==> src/rtl/bmv_pkg.sv <==
package bmv_pkg;

  typedef enum logic [1:0] {
    MODE_REAL = 2'd0,
    MODE_V86  = 2'd1,
    MODE_PROT = 2'd2,
    MODE_LONG = 2'd3
  } cpu_mode_e;

  localparam logic [7:0] BYTE_OPSZ  = 8'h66;
  localparam logic [7:0] BYTE_LOCK  = 8'hF0;
  localparam logic [7:0] BYTE_ESC   = 8'h0F;
  localparam logic [7:0] BYTE_LOAD  = 8'h1A;
  localparam logic [7:0] BYTE_STORE = 8'h1B;
  localparam logic [1:0] MOD_IS_REG = 2'b11;

  localparam int REG_IDX_W = 3;
  localparam int RM_IDX_W  = 4;

  typedef struct packed {
    logic                 rec;
    logic                 store;
    logic [REG_IDX_W-1:0] reg_idx;
    logic [RM_IDX_W-1:0]  rm_idx;
    logic                 mem;
    logic                 fault;
  } bmv_result_t;

endpackage

==> src/rtl/bmv_prefix_scan.sv <==
module bmv_prefix_scan
  import bmv_pkg::*;
#(
  parameter int MAX_PFX = 3,
  localparam int CW = $clog2(MAX_PFX + 1)
) (
  input  logic [MAX_PFX*8-1:0] head,
  output logic [CW-1:0]        pfx_cnt,
  output logic                 has_opsz,
  output logic                 has_lock
);

  logic [MAX_PFX-1:0] run;
  logic [MAX_PFX-1:0] run_opsz;
  logic [MAX_PFX-1:0] run_lock;

  for (genvar i = 0; i < MAX_PFX; i++) begin : g_slot
    logic [7:0] b;
    logic       is_opsz;
    logic       is_lock;
    assign b       = head[8*i +: 8];
    assign is_opsz = (b == BYTE_OPSZ);
    assign is_lock = (b == BYTE_LOCK);
    if (i == 0) begin : g_first
      assign run[i] = is_opsz | is_lock;
    end else begin : g_next
      assign run[i] = run[i-1] & (is_opsz | is_lock);
    end
    assign run_opsz[i] = run[i] & is_opsz;
    assign run_lock[i] = run[i] & is_lock;
  end

  always_comb begin
    pfx_cnt = '0;
    for (int i = 0; i < MAX_PFX; i++) begin
      pfx_cnt = pfx_cnt + CW'(run[i]);
    end
  end

  assign has_opsz = |run_opsz;
  assign has_lock = |run_lock;

endmodule

==> src/rtl/bmv_field_decode.sv <==
module bmv_field_decode
  import bmv_pkg::*;
#(
  parameter int WIN_BYTES = 6,
  localparam int MAX_PFX = WIN_BYTES - 3,
  localparam int CW = $clog2(MAX_PFX + 1)
) (
  input  logic [WIN_BYTES*8-1:0] win,
  input  logic [CW-1:0]          pfx_cnt,
  input  logic                   has_opsz,
  input  logic                   rex_b,
  input  logic [1:0]             mode,
  output logic                   rec,
  output logic                   store,
  output logic [REG_IDX_W-1:0]   reg_idx,
  output logic [RM_IDX_W-1:0]    rm_idx,
  output logic                   mem
);

  logic [7:0] esc_b;
  logic [7:0] opc_b;
  logic [7:0] modrm_b;
  logic       long_mode;

  always_comb begin
    esc_b   = '0;
    opc_b   = '0;
    modrm_b = '0;
    for (int j = 0; j <= MAX_PFX; j++) begin
      if (pfx_cnt == CW'(j)) begin
        esc_b   = win[8*j      +: 8];
        opc_b   = win[8*(j+1)  +: 8];
        modrm_b = win[8*(j+2)  +: 8];
      end
    end
  end

  assign long_mode = (mode == MODE_LONG);

  assign rec     = has_opsz && (esc_b == BYTE_ESC) &&
                   ((opc_b == BYTE_LOAD) || (opc_b == BYTE_STORE));
  assign store   = (opc_b == BYTE_STORE);
  assign mem     = (modrm_b[7:6] != MOD_IS_REG);
  assign reg_idx = modrm_b[5:3];
  assign rm_idx  = {long_mode & rex_b, modrm_b[2:0]};

endmodule

==> src/rtl/bmv_fault_check.sv <==
module bmv_fault_check
  import bmv_pkg::*;
#(
  parameter int LEGAL_REGS = 4
) (
  input  logic                rec,
  input  logic                store,
  input  logic                mem,
  input  logic [RM_IDX_W-1:0] rm_idx,
  input  logic                has_lock,
  input  logic [1:0]          mode,
  input  logic                cs_d,
  input  logic                asz_pfx,
  output logic                fault
);

  logic lock_bad;
  logic reg_bad;
  logic addr16_bad;
  logic legacy_mode;

  assign legacy_mode = (mode != MODE_LONG);

  // lock is only legal when the written operand is memory
  assign lock_bad   = has_lock && !(store && mem);
  // index range above the architected register count
  assign reg_bad    = !mem && (rm_idx >= RM_IDX_W'(LEGAL_REGS));
  // effective address size of 16 bits in any legacy mode
  assign addr16_bad = legacy_mode && (asz_pfx == cs_d);

  assign fault = rec && (lock_bad || reg_bad || addr16_bad);

endmodule

==> src/rtl/bmv_out_stage.sv <==
module bmv_out_stage #(
  parameter int W = 11
) (
  input  logic         clk,
  input  logic         rst_n,
  input  logic         in_valid,
  output logic         in_ready,
  input  logic [W-1:0] in_data,
  output logic         out_valid,
  input  logic         out_ready,
  output logic [W-1:0] out_data
);

  logic         full_q;
  logic [W-1:0] data_q;

  assign in_ready = !full_q || out_ready;

  always_ff @(posedge clk or negedge rst_n) begin
    if (!rst_n) begin
      full_q <= 1'b0;
      data_q <= '0;
    end else if (in_ready) begin
      full_q <= in_valid;
      if (in_valid) begin
        data_q <= in_data;
      end
    end
  end

  assign out_valid = full_q;
  assign out_data  = data_q;

endmodule

==> src/rtl/bmv_decoder.sv <==
module bmv_decoder
  import bmv_pkg::*;
#(
  parameter int WIN_BYTES  = 6,
  parameter int LEGAL_REGS = 4
) (
  input  logic                   clk,
  input  logic                   rst_n,
  input  logic                   in_valid,
  output logic                   in_ready,
  input  logic [WIN_BYTES*8-1:0] in_bytes,
  input  logic                   in_rex_b,
  input  logic [1:0]             in_mode,
  input  logic                   in_cs_d,
  input  logic                   in_asz_pfx,
  output logic                   out_valid,
  input  logic                   out_ready,
  output logic                   out_rec,
  output logic                   out_store,
  output logic [2:0]             out_reg_idx,
  output logic [3:0]             out_rm_idx,
  output logic                   out_mem,
  output logic                   out_fault
);

  localparam int MAX_PFX = WIN_BYTES - 3;
  localparam int CW      = $clog2(MAX_PFX + 1);
  localparam int RES_W   = $bits(bmv_result_t);

  logic [CW-1:0]        pfx_cnt;
  logic                 has_opsz;
  logic                 has_lock;
  logic                 d_rec;
  logic                 d_store;
  logic [REG_IDX_W-1:0] d_reg;
  logic [RM_IDX_W-1:0]  d_rm;
  logic                 d_mem;
  logic                 d_fault;
  bmv_result_t          res_d;
  bmv_result_t          res_q;
  logic [RES_W-1:0]     res_q_bits;

  bmv_prefix_scan #(.MAX_PFX(MAX_PFX)) u_scan (
    .head     (in_bytes[MAX_PFX*8-1:0]),
    .pfx_cnt  (pfx_cnt),
    .has_opsz (has_opsz),
    .has_lock (has_lock)
  );

  bmv_field_decode #(.WIN_BYTES(WIN_BYTES)) u_fields (
    .win      (in_bytes),
    .pfx_cnt  (pfx_cnt),
    .has_opsz (has_opsz),
    .rex_b    (in_rex_b),
    .mode     (in_mode),
    .rec      (d_rec),
    .store    (d_store),
    .reg_idx  (d_reg),
    .rm_idx   (d_rm),
    .mem      (d_mem)
  );

  bmv_fault_check #(.LEGAL_REGS(LEGAL_REGS)) u_fault (
    .rec      (d_rec),
    .store    (d_store),
    .mem      (d_mem),
    .rm_idx   (d_rm),
    .has_lock (has_lock),
    .mode     (in_mode),
    .cs_d     (in_cs_d),
    .asz_pfx  (in_asz_pfx),
    .fault    (d_fault)
  );

  // unrecognised windows report an all-zero record
  always_comb begin
    res_d = '0;
    if (d_rec) begin
      res_d.rec     = 1'b1;
      res_d.store   = d_store;
      res_d.reg_idx = d_reg;
      res_d.rm_idx  = d_rm;
      res_d.mem     = d_mem;
      res_d.fault   = d_fault;
    end
  end

  bmv_out_stage #(.W(RES_W)) u_out (
    .clk       (clk),
    .rst_n     (rst_n),
    .in_valid  (in_valid),
    .in_ready  (in_ready),
    .in_data   (res_d),
    .out_valid (out_valid),
    .out_ready (out_ready),
    .out_data  (res_q_bits)
  );

  assign res_q       = bmv_result_t'(res_q_bits);
  assign out_rec     = res_q.rec;
  assign out_store   = res_q.store;
  assign out_reg_idx = res_q.reg_idx;
  assign out_rm_idx  = res_q.rm_idx;
  assign out_mem     = res_q.mem;
  assign out_fault   = res_q.fault;

endmodule

==> config.mk <==
export PLATFORM = sky130hd
export DESIGN_NAME = bmv_decoder
export DESIGN_NICKNAME = d
export VERILOG_FILES = /design/src/rtl/bmv_pkg.sv /design/src/rtl/bmv_prefix_scan.sv /design/src/rtl/bmv_field_decode.sv /design/src/rtl/bmv_fault_check.sv /design/src/rtl/bmv_out_stage.sv /design/src/rtl/bmv_decoder.sv
export SDC_FILE = /design/constraint.sdc
export NUM_CORES = 1
export LEC_CHECK = 0
export BUFFER_PORTS_ARGS = -buffer_cell sky130_fd_sc_hd__buf_2
export CAP_MARGIN = 20
export CORE_ASPECT_RATIO = 1.1
export CORE_MARGIN = 3
export CORE_UTILIZATION = 48
export DETAILED_ROUTE_END_ITERATION = 6
export PLACE_DENSITY_LB_ADDON = 0.12
export SLEW_MARGIN = 25
export SYNTH_ARGS = -nofsm -noshare
export SYNTH_HDL_FRONTEND = slang
export SYNTH_SLANG_ARGS = --single-unit
==> constraint.sdc <==
create_clock -name clk -period 2.85 [get_ports clk]
set_input_delay 0 -clock clk [delete_from_list [all_inputs] [get_ports clk]]
set_output_delay 0 -clock clk [all_outputs]
set_load 0.1 [all_outputs]
==> impl_results.md <==
- Final Hold Vio Count: 0
- Crit path kind: input pin to register
- Register area share after synthesis: 23.5%
- # hold bufs at CTS: 2
- Total Routing Usage GR: between 20 and 25%
- Filler Cells Inserted: between 200 and 250
- Setup tns final: 0 ps
- Leakage: 0.764 nW
- Min-Delay Startpoint: in_rex_b
- Worst slew margin: between 50% and 60%
- Synth area leader: dfrtp_1
- Power per Cell Area: 241 nW/µm²
- FFs w/ async S/R, synth: between 90% and 100%
- Remaining DRCs: 0
- Hold Crit Endpoint: u_out.out_data[5]
- PortBufs: roughly 70
- CP required: 3020 ps
- DIE AREA: approximately 3300 µm²
- Final wirelength: between 4000 and 5000 µm
- WHS Path Cells: 3
- # diodes: 0
- Ys flop type: dfrtp_1
- Initial antenna violation count: 0
- Pin count of the biggest net entering global routing: 24
- Area delta synth->final: 30.9%
- XOR/XNOR Fraction of Synth Area: less than 1%
- TritonRoute pass-1 iters: 4
- Max-cap violations: 0
- Vias in the first global route: 1393
- Fmax: approximately 0.54 GHz
- Clock transition at path regs: 70 ps
- H-tree levels: 1
- Worst reg2reg setup slack: 1240 ps
- Synth top area cells: dfrtp_1 (23%), nand2_1 (7.9%), and4bb_2 (6.8%), nor2_1 (4.1%), a311oi_1 (4.1%)
- RSZ-0062 raised after global routing: no
- Clock Skews: roughly 0.23 ps
- DR WL/cell: ~16 µm
- Number of flops mapped to enable cells by yosys: 0
- Critical path's slowest cell: o31ai_1
- Crit Path Max Fanout: 15
- Worst-Margin Slew: 635 ps
- Yosys reg bits: 12
- Worst stage delay on the critical path: a little under 500 ps
- CTS Root Cell: clkbuf_4
- Mapped cell area: 1280 µm²
- Min cycle time layout: approximately 1800 ps
- Clock Path Buffers: 2
- Ys Warns: 0
- DRT iter0 DRCs: 52
- Fin crit share: around 65%
- Vias: about 1500
- Final Max Slew Viols: 0
- Setup violations, final: 0
- Num CTS Buffers: 3
- Yosys cell types: between 40 and 50
- Post-layout nets: approximately 280
- CP endpoint kind: register
- Syn Inst Count: 152
- CTS Sinks: 12
- Worst-Skew Late Latency: about 260 ps
- Core Area: ~2500 µm²
- Row cnt: 19
- Top cell type's share of synthesized area: 23.5%
- Vias per inst: slightly above 6
- Synth cell count leaders: nand2_1 (27), nor2_1 (14), dfrtp_1 (12)
- Syn nets: about 210
- Worst min path class: input pin to register
- Resize count post-CTS: 0
- Simple-gate share of the synthesized area: between 30% and 40%
- Compound-Gate Fraction of Synth Area: 32.3%
- Die height: roughly 60 µm
- TritonCTS clock tree: done
- Synth Area in Adders: 0%
- Crit-path cells: buf_2 -> nor4bb_1 -> buf_4 -> o21a_1 -> a21oi_1 -> o31ai_1 -> a221oi_1 -> a221oi_2
- CP top delay family: compound AO/OA/AOI/OAI gates
- FF-to-FF path depth: 6
- Reg-to-Reg Start: u_out.out_valid
- Initial Utilization: about 50%
- Startpoint types: input pin
- Routability cong.: 0.924
- Bufs and invs on worst path: 2
- Largest family of logic cells by synthesized area: simple AND/OR/NAND/NOR gates
- Avg Inst Size Synth: approximately 8.4 µm²
- Peak supply drop: around 0.00022 V
- Chip width: between 50 and 60 µm
- Outcome: completed
- Hpwl dp: ~3300 µm
- Worst EP arrival: 2020 ps
- Design area: around 1700 µm²
- Placed inst area: 1630 µm²
- First-pass GRT wire length: 6410 µm
- Post-route ant nets: 0
- Layout cell share with drive strength beyond 1: between 40 and 50%
- Global route overflow: 0
- Count leader, synth: nand2_1
- I/O Pins: 70
- Mux cell area share after synthesis: 1.56%
- Post-CTS setup buffers: 0
- R2R Path End: u_out.out_data[0]
[through the flow]
step	power, W	util, %	setup WS, ps	cells	hold WS, ps
floorplan	0.000241	-	158	152	-296
global route	0.000428	66.5	906	251	53.2
global placement	0.000301	64.8	939	246	-122
detailed placement	0.000305	64.8	766	246	-114
finish	0.000404	66.5	1000	251	44.8
CTS	0.000405	66.5	1050	251	42.6
[logic make-up after synthesis]
kind of cell           after synthesis
multiplexers                         2
XOR/XNOR                             1
buffers and inverters                8
AND/OR/NAND/NOR                     79
AO/OA/AOI/OAI                       50
flip-flops                          12
[how the worst max path moves through the flow]
stage                              endpoint  cells past startpoint            start
final                     u_out.out_data[0]                      8     in_bytes[12]
after global routing      u_out.out_data[0]                      8     in_bytes[12]
after detailed placement  u_out.out_data[0]                      7     in_bytes[19]
after CTS                 u_out.out_data[0]                      7     in_bytes[19]
after global placement    u_out.out_data[0]                      7     in_bytes[29]
after floorplan           u_out.out_data[0]                      6  u_out.out_valid
[per-layer routing]
metal / part of all wire, % / GRT usage, %
met1: 41 / 28.2
met2: 52 / 46.6
met3: 5.7 / 1.94
met4: 1.5 / 7.64
met5: 0 / 0
[where the power goes]
group,total (W),switching [W],internal (W)
Clock,0.0000983,0.0000495,0.0000488
Sequential,0.000172,0.000000493,0.000171
Combinational,0.000134,0.0000773,0.0000569
[area by class of cell]
cell class              count  area [µm²]  share of cell area (%)
flip-flops and latches     12         300                    17.9
inverters                   1        3.75                   0.224
multi-input cells         132         937                    55.9
clock buffers               3        22.5                    1.34
well taps                  31        38.8                    2.32
repair buffers             72         373                    22.3
[worst min-delay path, cell delays in order]
cell,delay (ps)
buf_2,90
nand3_1,100
o21ai_1,70
[flip-flops by register name, summed over array words and instances, names as in the netlist]
name,flops
u_out.out_valid,1
u_out.out_data,11
[cell usage in the layout, fill, tap and decap left out, drive strengths merged, types with 2 or more instances in the layout]
cell         instances
dfrtp               12
o31ai                3
and2                 3
a21oi                9
nand2               27
nand4bb              3
a221oi               4
a311oi               6
clkbuf               3
a211oi               5
nor2                14
nand3                9
nor4bb               3
o21ai               13
nand2b               2
dlygate4sd3          2
mux2i                2
o211ai               2
buf                 70
o31a                 2
and4bb               9
nand4                2
o211a                2
(Power assumes the default switching activity.)
